<file path="src/rtl/sfx_pkg.sv">
package sfx_pkg;
  localparam int ID_W = 2;
  localparam logic [ID_W-1:0] SND_KEY  = 2'd0;
  localparam logic [ID_W-1:0] SND_BELL = 2'd1;
  localparam logic [ID_W-1:0] SND_TAPE = 2'd2;
  localparam logic [ID_W-1:0] SND_NONE = 2'd3;

  localparam int IDX_W   = 6;
  localparam int IDX_MAX = 48;
  localparam int STEP_W  = 11;

  typedef enum logic [2:0] {
    ST_IDLE,
    ST_FETCH,
    ST_LOAD,
    ST_WAIT_HI,
    ST_WAIT_LO
  } seq_state_e;

  function automatic logic signed [7:0] idx_adj(input logic [2:0] mag);
    case (mag)
      3'd4:    return 8'sd2;
      3'd5:    return 8'sd4;
      3'd6:    return 8'sd6;
      3'd7:    return 8'sd8;
      default: return -8'sd1;
    endcase
  endfunction
endpackage

</file>
<file path="src/rtl/adpcm_step_lut.sv">
module adpcm_step_lut
  import sfx_pkg::*;
(
  input  logic [IDX_W-1:0]  idx_i,
  output logic [STEP_W-1:0] step_o
);
  always_comb begin
    case (idx_i)
      6'd0:  step_o = 11'd16;   6'd1:  step_o = 11'd17;
      6'd2:  step_o = 11'd19;   6'd3:  step_o = 11'd21;
      6'd4:  step_o = 11'd23;   6'd5:  step_o = 11'd25;
      6'd6:  step_o = 11'd28;   6'd7:  step_o = 11'd31;
      6'd8:  step_o = 11'd34;   6'd9:  step_o = 11'd37;
      6'd10: step_o = 11'd41;   6'd11: step_o = 11'd45;
      6'd12: step_o = 11'd50;   6'd13: step_o = 11'd55;
      6'd14: step_o = 11'd60;   6'd15: step_o = 11'd66;
      6'd16: step_o = 11'd73;   6'd17: step_o = 11'd80;
      6'd18: step_o = 11'd88;   6'd19: step_o = 11'd97;
      6'd20: step_o = 11'd107;  6'd21: step_o = 11'd118;
      6'd22: step_o = 11'd130;  6'd23: step_o = 11'd143;
      6'd24: step_o = 11'd157;  6'd25: step_o = 11'd173;
      6'd26: step_o = 11'd190;  6'd27: step_o = 11'd209;
      6'd28: step_o = 11'd230;  6'd29: step_o = 11'd253;
      6'd30: step_o = 11'd279;  6'd31: step_o = 11'd307;
      6'd32: step_o = 11'd337;  6'd33: step_o = 11'd371;
      6'd34: step_o = 11'd408;  6'd35: step_o = 11'd449;
      6'd36: step_o = 11'd494;  6'd37: step_o = 11'd544;
      6'd38: step_o = 11'd598;  6'd39: step_o = 11'd658;
      6'd40: step_o = 11'd724;  6'd41: step_o = 11'd796;
      6'd42: step_o = 11'd876;  6'd43: step_o = 11'd963;
      6'd44: step_o = 11'd1060; 6'd45: step_o = 11'd1166;
      6'd46: step_o = 11'd1282; 6'd47: step_o = 11'd1411;
      default: step_o = 11'd1552;
    endcase
  end
endmodule

</file>
<file path="src/rtl/adpcm_core.sv">
module adpcm_core
  import sfx_pkg::*;
#(
  parameter int SAMPLE_W = 12
) (
  input  logic                       clk_i,
  input  logic                       rst_ni,
  input  logic                       clr_i,
  input  logic                       en_i,
  input  logic [3:0]                 code_i,
  output logic signed [SAMPLE_W-1:0] sample_o
);
  localparam int SUM_W = SAMPLE_W + 2;
  localparam logic signed [SUM_W-1:0] S_MAX = SUM_W'((1 << (SAMPLE_W-1)) - 1);
  localparam logic signed [SUM_W-1:0] S_MIN = -SUM_W'(1 << (SAMPLE_W-1));

  logic signed [SAMPLE_W-1:0] pred_q, pred_d;
  logic [IDX_W-1:0]           idx_q, idx_d;
  logic [STEP_W-1:0]          step;
  logic [SUM_W-2:0]           mag;
  logic signed [SUM_W-1:0]    sum;
  logic signed [7:0]          idx_sum;

  adpcm_step_lut u_lut (.idx_i(idx_q), .step_o(step));

  always_comb begin
    mag = (SUM_W-1)'(step >> 3);
    if (code_i[2]) mag = mag + (SUM_W-1)'(step);
    if (code_i[1]) mag = mag + (SUM_W-1)'(step >> 1);
    if (code_i[0]) mag = mag + (SUM_W-1)'(step >> 2);
    sum = SUM_W'(pred_q);
    if (code_i[3]) sum = sum - $signed({1'b0, mag});
    else           sum = sum + $signed({1'b0, mag});
    if (sum > S_MAX)      pred_d = S_MAX[SAMPLE_W-1:0];
    else if (sum < S_MIN) pred_d = S_MIN[SAMPLE_W-1:0];
    else                  pred_d = sum[SAMPLE_W-1:0];
    idx_sum = $signed({2'b00, idx_q}) + idx_adj(code_i[2:0]);
    if (idx_sum < 0)                 idx_d = '0;
    else if (idx_sum > 8'sd48)       idx_d = IDX_W'(IDX_MAX);
    else                             idx_d = idx_sum[IDX_W-1:0];
  end

  always_ff @(posedge clk_i or negedge rst_ni) begin
    if (!rst_ni) begin
      pred_q <= '0;
      idx_q  <= '0;
    end else if (clr_i) begin
      pred_q <= '0;
      idx_q  <= '0;
    end else if (en_i) begin
      pred_q <= pred_d;
      idx_q  <= idx_d;
    end
  end

  assign sample_o = pred_q;

  AST_IDX_RANGE: assert property (@(posedge clk_i) disable iff (!rst_ni)
    idx_q <= IDX_W'(IDX_MAX));
  AST_CLR_ZERO: assert property (@(posedge clk_i) disable iff (!rst_ni)
    clr_i |=> (pred_q == '0 && idx_q == '0));
  AST_POS_NO_DROP: assert property (@(posedge clk_i) disable iff (!rst_ni)
    (en_i && !clr_i && !code_i[3]) |=> pred_q >= $past(pred_q));
endmodule

</file>
<file path="src/rtl/sfx_sequencer.sv">
module sfx_sequencer
  import sfx_pkg::*;
#(
  parameter int ADDR_W = 16,
  localparam int LEN_W = ADDR_W + 1
) (
  input  logic              clk_i,
  input  logic              rst_ni,
  input  logic              start_i,
  input  logic [ADDR_W-1:0] start_base_i,
  input  logic [LEN_W-1:0]  start_len_i,
  input  logic              tick_i,
  input  logic [7:0]        mem_data_i,
  output logic [ADDR_W-1:0] mem_addr_o,
  output logic              busy_o,
  output logic              dec_en_o,
  output logic [3:0]        code_o
);
  seq_state_e        state_q;
  logic [ADDR_W-1:0] ptr_q;
  logic [LEN_W-1:0]  remain_q;
  logic [7:0]        byte_q;
  logic              waiting;

  assign waiting  = (state_q == ST_WAIT_HI) || (state_q == ST_WAIT_LO);
  assign dec_en_o = tick_i && waiting && !start_i;
  assign code_o   = (state_q == ST_WAIT_HI) ? byte_q[7:4] : byte_q[3:0];
  assign busy_o   = (state_q != ST_IDLE);
  assign mem_addr_o = ptr_q;

  always_ff @(posedge clk_i or negedge rst_ni) begin
    if (!rst_ni) begin
      state_q  <= ST_IDLE;
      ptr_q    <= '0;
      remain_q <= '0;
      byte_q   <= '0;
    end else if (start_i) begin
      state_q  <= ST_FETCH;
      ptr_q    <= start_base_i;
      remain_q <= start_len_i;
    end else begin
      case (state_q)
        ST_FETCH: state_q <= ST_LOAD;
        ST_LOAD: begin
          byte_q  <= mem_data_i;
          state_q <= ST_WAIT_HI;
        end
        ST_WAIT_HI: if (tick_i) state_q <= ST_WAIT_LO;
        ST_WAIT_LO: if (tick_i) begin
          if (remain_q == LEN_W'(1)) begin
            remain_q <= '0;
            state_q  <= ST_IDLE;
          end else begin
            remain_q <= remain_q - 1'b1;
            ptr_q    <= ptr_q + 1'b1;
            state_q  <= ST_FETCH;
          end
        end
        default: state_q <= ST_IDLE;
      endcase
    end
  end

  AST_PTR_ADVANCE: assert property (@(posedge clk_i) disable iff (!rst_ni)
    (state_q == ST_WAIT_LO && tick_i && !start_i && remain_q != LEN_W'(1))
    |=> ptr_q == $past(ptr_q) + 1'b1);
  AST_REMAIN_LIVE: assert property (@(posedge clk_i) disable iff (!rst_ni)
    busy_o |-> remain_q != '0);
endmodule

</file>
<file path="src/rtl/sfx_player.sv">
module sfx_player
  import sfx_pkg::*;
#(
  parameter int ADDR_W    = 16,
  parameter int SAMPLE_W  = 12,
  parameter int KEY_BASE  = 0,
  parameter int KEY_LEN   = 4160,
  parameter int BELL_BASE = 4160,
  parameter int BELL_LEN  = 19854,
  parameter int TAPE_BASE = 24014,
  parameter int TAPE_LEN  = 41448
) (
  input  logic                       clk_i,
  input  logic                       rst_ni,
  input  logic                       req_valid_i,
  input  logic [ID_W-1:0]            req_id_i,
  input  logic                       sample_tick_i,
  output logic [ADDR_W-1:0]          mem_addr_o,
  input  logic [7:0]                 mem_data_i,
  output logic                       busy_o,
  output logic signed [SAMPLE_W-1:0] sample_o,
  output logic                       sample_valid_o
);
  localparam int LEN_W = ADDR_W + 1;

  logic [ADDR_W-1:0] sel_base;
  logic [LEN_W-1:0]  sel_len;
  logic              sel_ok, start, dec_en;
  logic [3:0]        code;

  always_comb begin
    sel_ok   = 1'b1;
    sel_base = '0;
    sel_len  = '0;
    case (req_id_i)
      SND_KEY:  begin sel_base = ADDR_W'(KEY_BASE);  sel_len = LEN_W'(KEY_LEN);  end
      SND_BELL: begin sel_base = ADDR_W'(BELL_BASE); sel_len = LEN_W'(BELL_LEN); end
      SND_TAPE: begin sel_base = ADDR_W'(TAPE_BASE); sel_len = LEN_W'(TAPE_LEN); end
      default:  sel_ok = 1'b0;
    endcase
    if (sel_len == '0) sel_ok = 1'b0;
  end

  // single voice: only the bell may pre-empt
  assign start = req_valid_i && sel_ok && (!busy_o || req_id_i == SND_BELL);

  sfx_sequencer #(.ADDR_W(ADDR_W)) u_seq (
    .clk_i       (clk_i),
    .rst_ni      (rst_ni),
    .start_i     (start),
    .start_base_i(sel_base),
    .start_len_i (sel_len),
    .tick_i      (sample_tick_i),
    .mem_data_i  (mem_data_i),
    .mem_addr_o  (mem_addr_o),
    .busy_o      (busy_o),
    .dec_en_o    (dec_en),
    .code_o      (code)
  );

  adpcm_core #(.SAMPLE_W(SAMPLE_W)) u_core (
    .clk_i   (clk_i),
    .rst_ni  (rst_ni),
    .clr_i   (start),
    .en_i    (dec_en),
    .code_i  (code),
    .sample_o(sample_o)
  );

  always_ff @(posedge clk_i or negedge rst_ni) begin
    if (!rst_ni) sample_valid_o <= 1'b0;
    else         sample_valid_o <= dec_en;
  end

  AST_BELL_RESTART: assert property (@(posedge clk_i) disable iff (!rst_ni)
    (req_valid_i && req_id_i == SND_BELL)
    |=> (busy_o && mem_addr_o == ADDR_W'(BELL_BASE) && sample_o == '0));
  AST_VALID_AFTER_TICK: assert property (@(posedge clk_i) disable iff (!rst_ni)
    sample_valid_o |-> $past(sample_tick_i));
  AST_BAD_ID_IDLE: assert property (@(posedge clk_i) disable iff (!rst_ni)
    (!busy_o && req_valid_i && req_id_i == SND_NONE) |=> !busy_o);
  AST_NO_SAMPLE_ON_START: assert property (@(posedge clk_i) disable iff (!rst_ni)
    (req_valid_i && req_id_i == SND_BELL) |=> !sample_valid_o);
endmodule

</file>
<file path="config.mk">
export PLATFORM = sky130hd
export DESIGN_NAME = sfx_player
export DESIGN_NICKNAME = d
export VERILOG_FILES = /design/src/rtl/sfx_pkg.sv /design/src/rtl/adpcm_step_lut.sv /design/src/rtl/adpcm_core.sv /design/src/rtl/sfx_sequencer.sv /design/src/rtl/sfx_player.sv
export SDC_FILE = /design/constraint.sdc
export NUM_CORES = 1
export LEC_CHECK = 0
export BUFFER_PORTS_ARGS = -buffer_cell sky130_fd_sc_hd__buf_2
export CAP_MARGIN = 40
export CORE_MARGIN = 2
export CORE_UTILIZATION = 40
export DETAILED_ROUTE_END_ITERATION = 7
export PLACE_DENSITY = 0.68
export SYNTH_ARGS = -nofsm -noshare
export SYNTH_HDL_FRONTEND = slang
export SYNTH_SLANG_ARGS = --single-unit
</file>
<file path="constraint.sdc">
create_clock -name clk_i -period 8.3 [get_ports clk_i]
set_input_delay 0.415 -clock clk_i [delete_from_list [all_inputs] [get_ports clk_i]]
set_output_delay 0.415 -clock clk_i [all_outputs]
set_load 0.03 [all_outputs]
</file>
==> flow_summary.ini <==
[timing]
timing.final.crit_share_pct = 103
fin_ws_ns = -0.213
maxSlewViolCount = 0
relSlewSlack_pct = 47.4
hold_viol = 0
holdWs_ns = 0.256
rsz0062_at_grt = true
period_needed_ns = 8.51
max_freq_ghz = 0.117
tns_ns = -1.93
setup_viol_count_final = 11
tightest_slew_ns = 0.768
skew_ns = 0.00788

[yosys]
synth_fp_nets = 986
synth_flop_cell = dfrtp_1
synth_edf_count = 0
ys_top_cells_by_area = dfrtp_1 21%, ha_1 11%, a21oi_1 4.7%
synth.top_cell.area_share_pct = 21.2
syn_inst = 901
yosys_warnings = 0
synth-seq-area-share_pct = 21.2
synthArstFlopShare_pct = 100
synth_area_per_cell_sq_um = 8.24
ys_top_cells_by_count = 92 x nor2_1, 70 x a21oi_1, 70 x nand2_1
netlist_area_sq_mm = 0.00742
synth.distinct_cells = 101
synth_most_common_cell = nor2_1
synth_area_leader_cell = dfrtp_1
synth-seq-cells = 63

[die]
dieHeight_um = 140
fp-row-count = 49
die_w_um = 140
io_pins = 44
die-area_sq_mm = 0.0197
start_util_pct = 41.0
coreArea_sq_mm = 0.0181

[setup_path]
worstPathRequired_ns = 8.51
path_common_cell = ha_2
worstPathMaxFanout = 6
cp-start-kind = register
critPathSlowestCell = or4_4
critPathArrivalTime_ns = 8.72
critPathCaptureType = register
criticalPathCategory = register to register
slowest_delay_ns = 0.56

[global_route]
grt_use_total_pct = 20.6
grt_pass1_vias = 6955
globalRouteOverflowTotal = 0
grt_pass1_wl_um = 33900
antenna_found_initial = 0
grt_max_degree = 64

[flow_run]
max_cap_violations = 0

[placed_design]
place.gp.congestion = 0.871
io_buffers = 43
dpl.hpwl_um = 15600

[drt]
dr.first_iter.drc_count = 388
vias = 7326
drc = 0
via_per_inst = 5.87
drt-total-wl_um = 20500
dr.pass1.iters = 5
wl_per_cell_um = 16.4
ant_nets = 0

[layout]
multi_input_area_sq_mm = 0.00587
synthToLayoutAreaGrowth_pct = 23.7
antenna_cells = 0
fin_nets = 1101
drive_gt1_share_pct = 26.4
regArea_sq_mm = 0.00158
final_util_pct = 50.8
nFillCells = 1713

[clock_tree]
htreeDepth = 3
numCtsBuffers = 9
cts.sinks = 63
clk_path_buf_depth = 2
cts_tree = built
clockRootBuffer = clkbuf_16
hold_buffers = 0
insertion_delay_ns = 0.32
clk_pin_slew_worst_paths_ns = 0.06

[outcome]
status = finished with violations
violations = negative setup slack

[min_path]
hold_class = input pin to async pin
worst max-delay path: cells and delay by family (launching register included):
kind / cells / cell delay [ns]
compound gates: 15 / 3.00
simple gates: 12 / 2.77
fa+ha+maj: 6 / 1.65
buf+inv: 4 / 0.45
flops: 1 / 0.40
xor+xnor: 1 / 0.14
cells in the final DEF, fill, tap and decap left out, types with 5 or more instances in the layout:
| master | count |
|---|---|
| o21a_1 | 7 |
| nor2b_1 | 17 |
| ha_2 | 5 |
| ha_4 | 6 |
| a221o_1 | 9 |
| o21ai_1 | 7 |
| a31oi_1 | 7 |
| o21bai_1 | 7 |
| xor2_1 | 22 |
| a211oi_1 | 7 |
| o31a_1 | 7 |
| nor2_1 | 90 |
| inv_1 | 28 |
| clkbuf_16 | 9 |
| nand2b_1 | 15 |
| mux2i_1 | 18 |
| nor4_1 | 11 |
| nand3_1 | 18 |
| xnor2_1 | 25 |
| nor3_1 | 27 |
| and2_1 | 8 |
| nand2_1 | 68 |
| buf_2 | 43 |
| a21oi_1 | 67 |
| o21ai_0 | 51 |
| o211ai_1 | 7 |
| buf_4 | 94 |
| dfrtp_1 | 59 |
| nand4_1 | 6 |
| o31ai_1 | 8 |
| ha_1 | 55 |
| a21o_1 | 13 |
| nor3b_1 | 6 |
| mux2_2 | 15 |
| and3_1 | 7 |
path summary, 6_finish.rpt:
| path | start | endpoint | slack (ns) | depth (start not counted) |
|---|---|---|---|---|
| hold / removal | rst_ni | u_seq.mem_addr_o[5] | 0.26 | 2 |
| setup / recovery | u_core.idx_q[0] | u_core.sample_o[3] | -0.21 | 38 |
| min in group clk_i | mem_data_i[6] | u_seq.byte_q[6] | 0.33 | 2 |
| setup reg to reg | u_core.idx_q[0] | u_core.sample_o[3] | -0.21 | 38 |
| max in group asynchronous | rst_ni | u_core.idx_q[0] | 7.45 | 2 |
| hold reg to reg | u_seq.byte_q[2] | u_seq.byte_q[2] | 0.51 | 1 |
routing by layer:
| metal | track usage [%] | vias to the layer above | share of wire [%] |
|---|---|---|---|
| met5 | 0 | - | 0 |
| met4 | 6.33 | 0 | 1.9 |
| met3 | 2.36 | 29 | 4.2 |
| met2 | 33.5 | 168 | 47 |
| met1 | 28.8 | 3524 | 47 |
| li1 | - | 3605 | - |
kinds of logic after synthesis:
logic type,Yosys count,share of synthesized area (%)
flip-flops,63,21.2
adder cells (fa/ha/maj),71,12.5
buffers and inverters,73,4.92
AND/OR/NAND/NOR,318,21.7
XOR/XNOR,50,6.08
multiplexers,37,5.60
AO/OA/AOI/OAI,289,28.0
stage by stage:
stage | setup slack (ns) | area, sq um | instances
6_report | -0.213 | 9180 | 1249
5_1_grt | -0.687 | 9180 | 1249
4_1_cts | 0.00515 | 8770 | 1230
3_5_place_dp | -0.0896 | 8430 | 1212
3_3_place_gp | -0.0313 | 8400 | 1209
2_1_floorplan | -0.139 | 7580 | 901
state kept, by name, indices dropped and copies added (netlist names):
| name | flops |
|---|---|
| sample_valid_o | 1 |
| u_core.idx_q | 6 |
| u_core.sample_o | 12 |
| u_seq.byte_q | 8 |
| u_seq.mem_addr_o | 16 |
| u_seq.remain_q | 17 |
| u_seq.state_q | 3 |
timing repair:
action,4_1_cts,5_1_grt
setup endpoints to repair,11,12
resized for setup,3,62
cloned,0,1
setup buffers,3,18
pin swaps,5,37
area by class of cell:
class / instances / area share, %
clock buffer: 12 / 2.68
clock inverter: 3 / 0.736
inverter: 33 / 1.43
multi-input combinational: 766 / 63.9
sequential: 63 / 17.2
tap: 229 / 3.12
timing repair buffer: 143 / 10.9
Power is not shown: default switching activity piles up to over one toggle a cycle in this logic, so the estimate is an artifact.
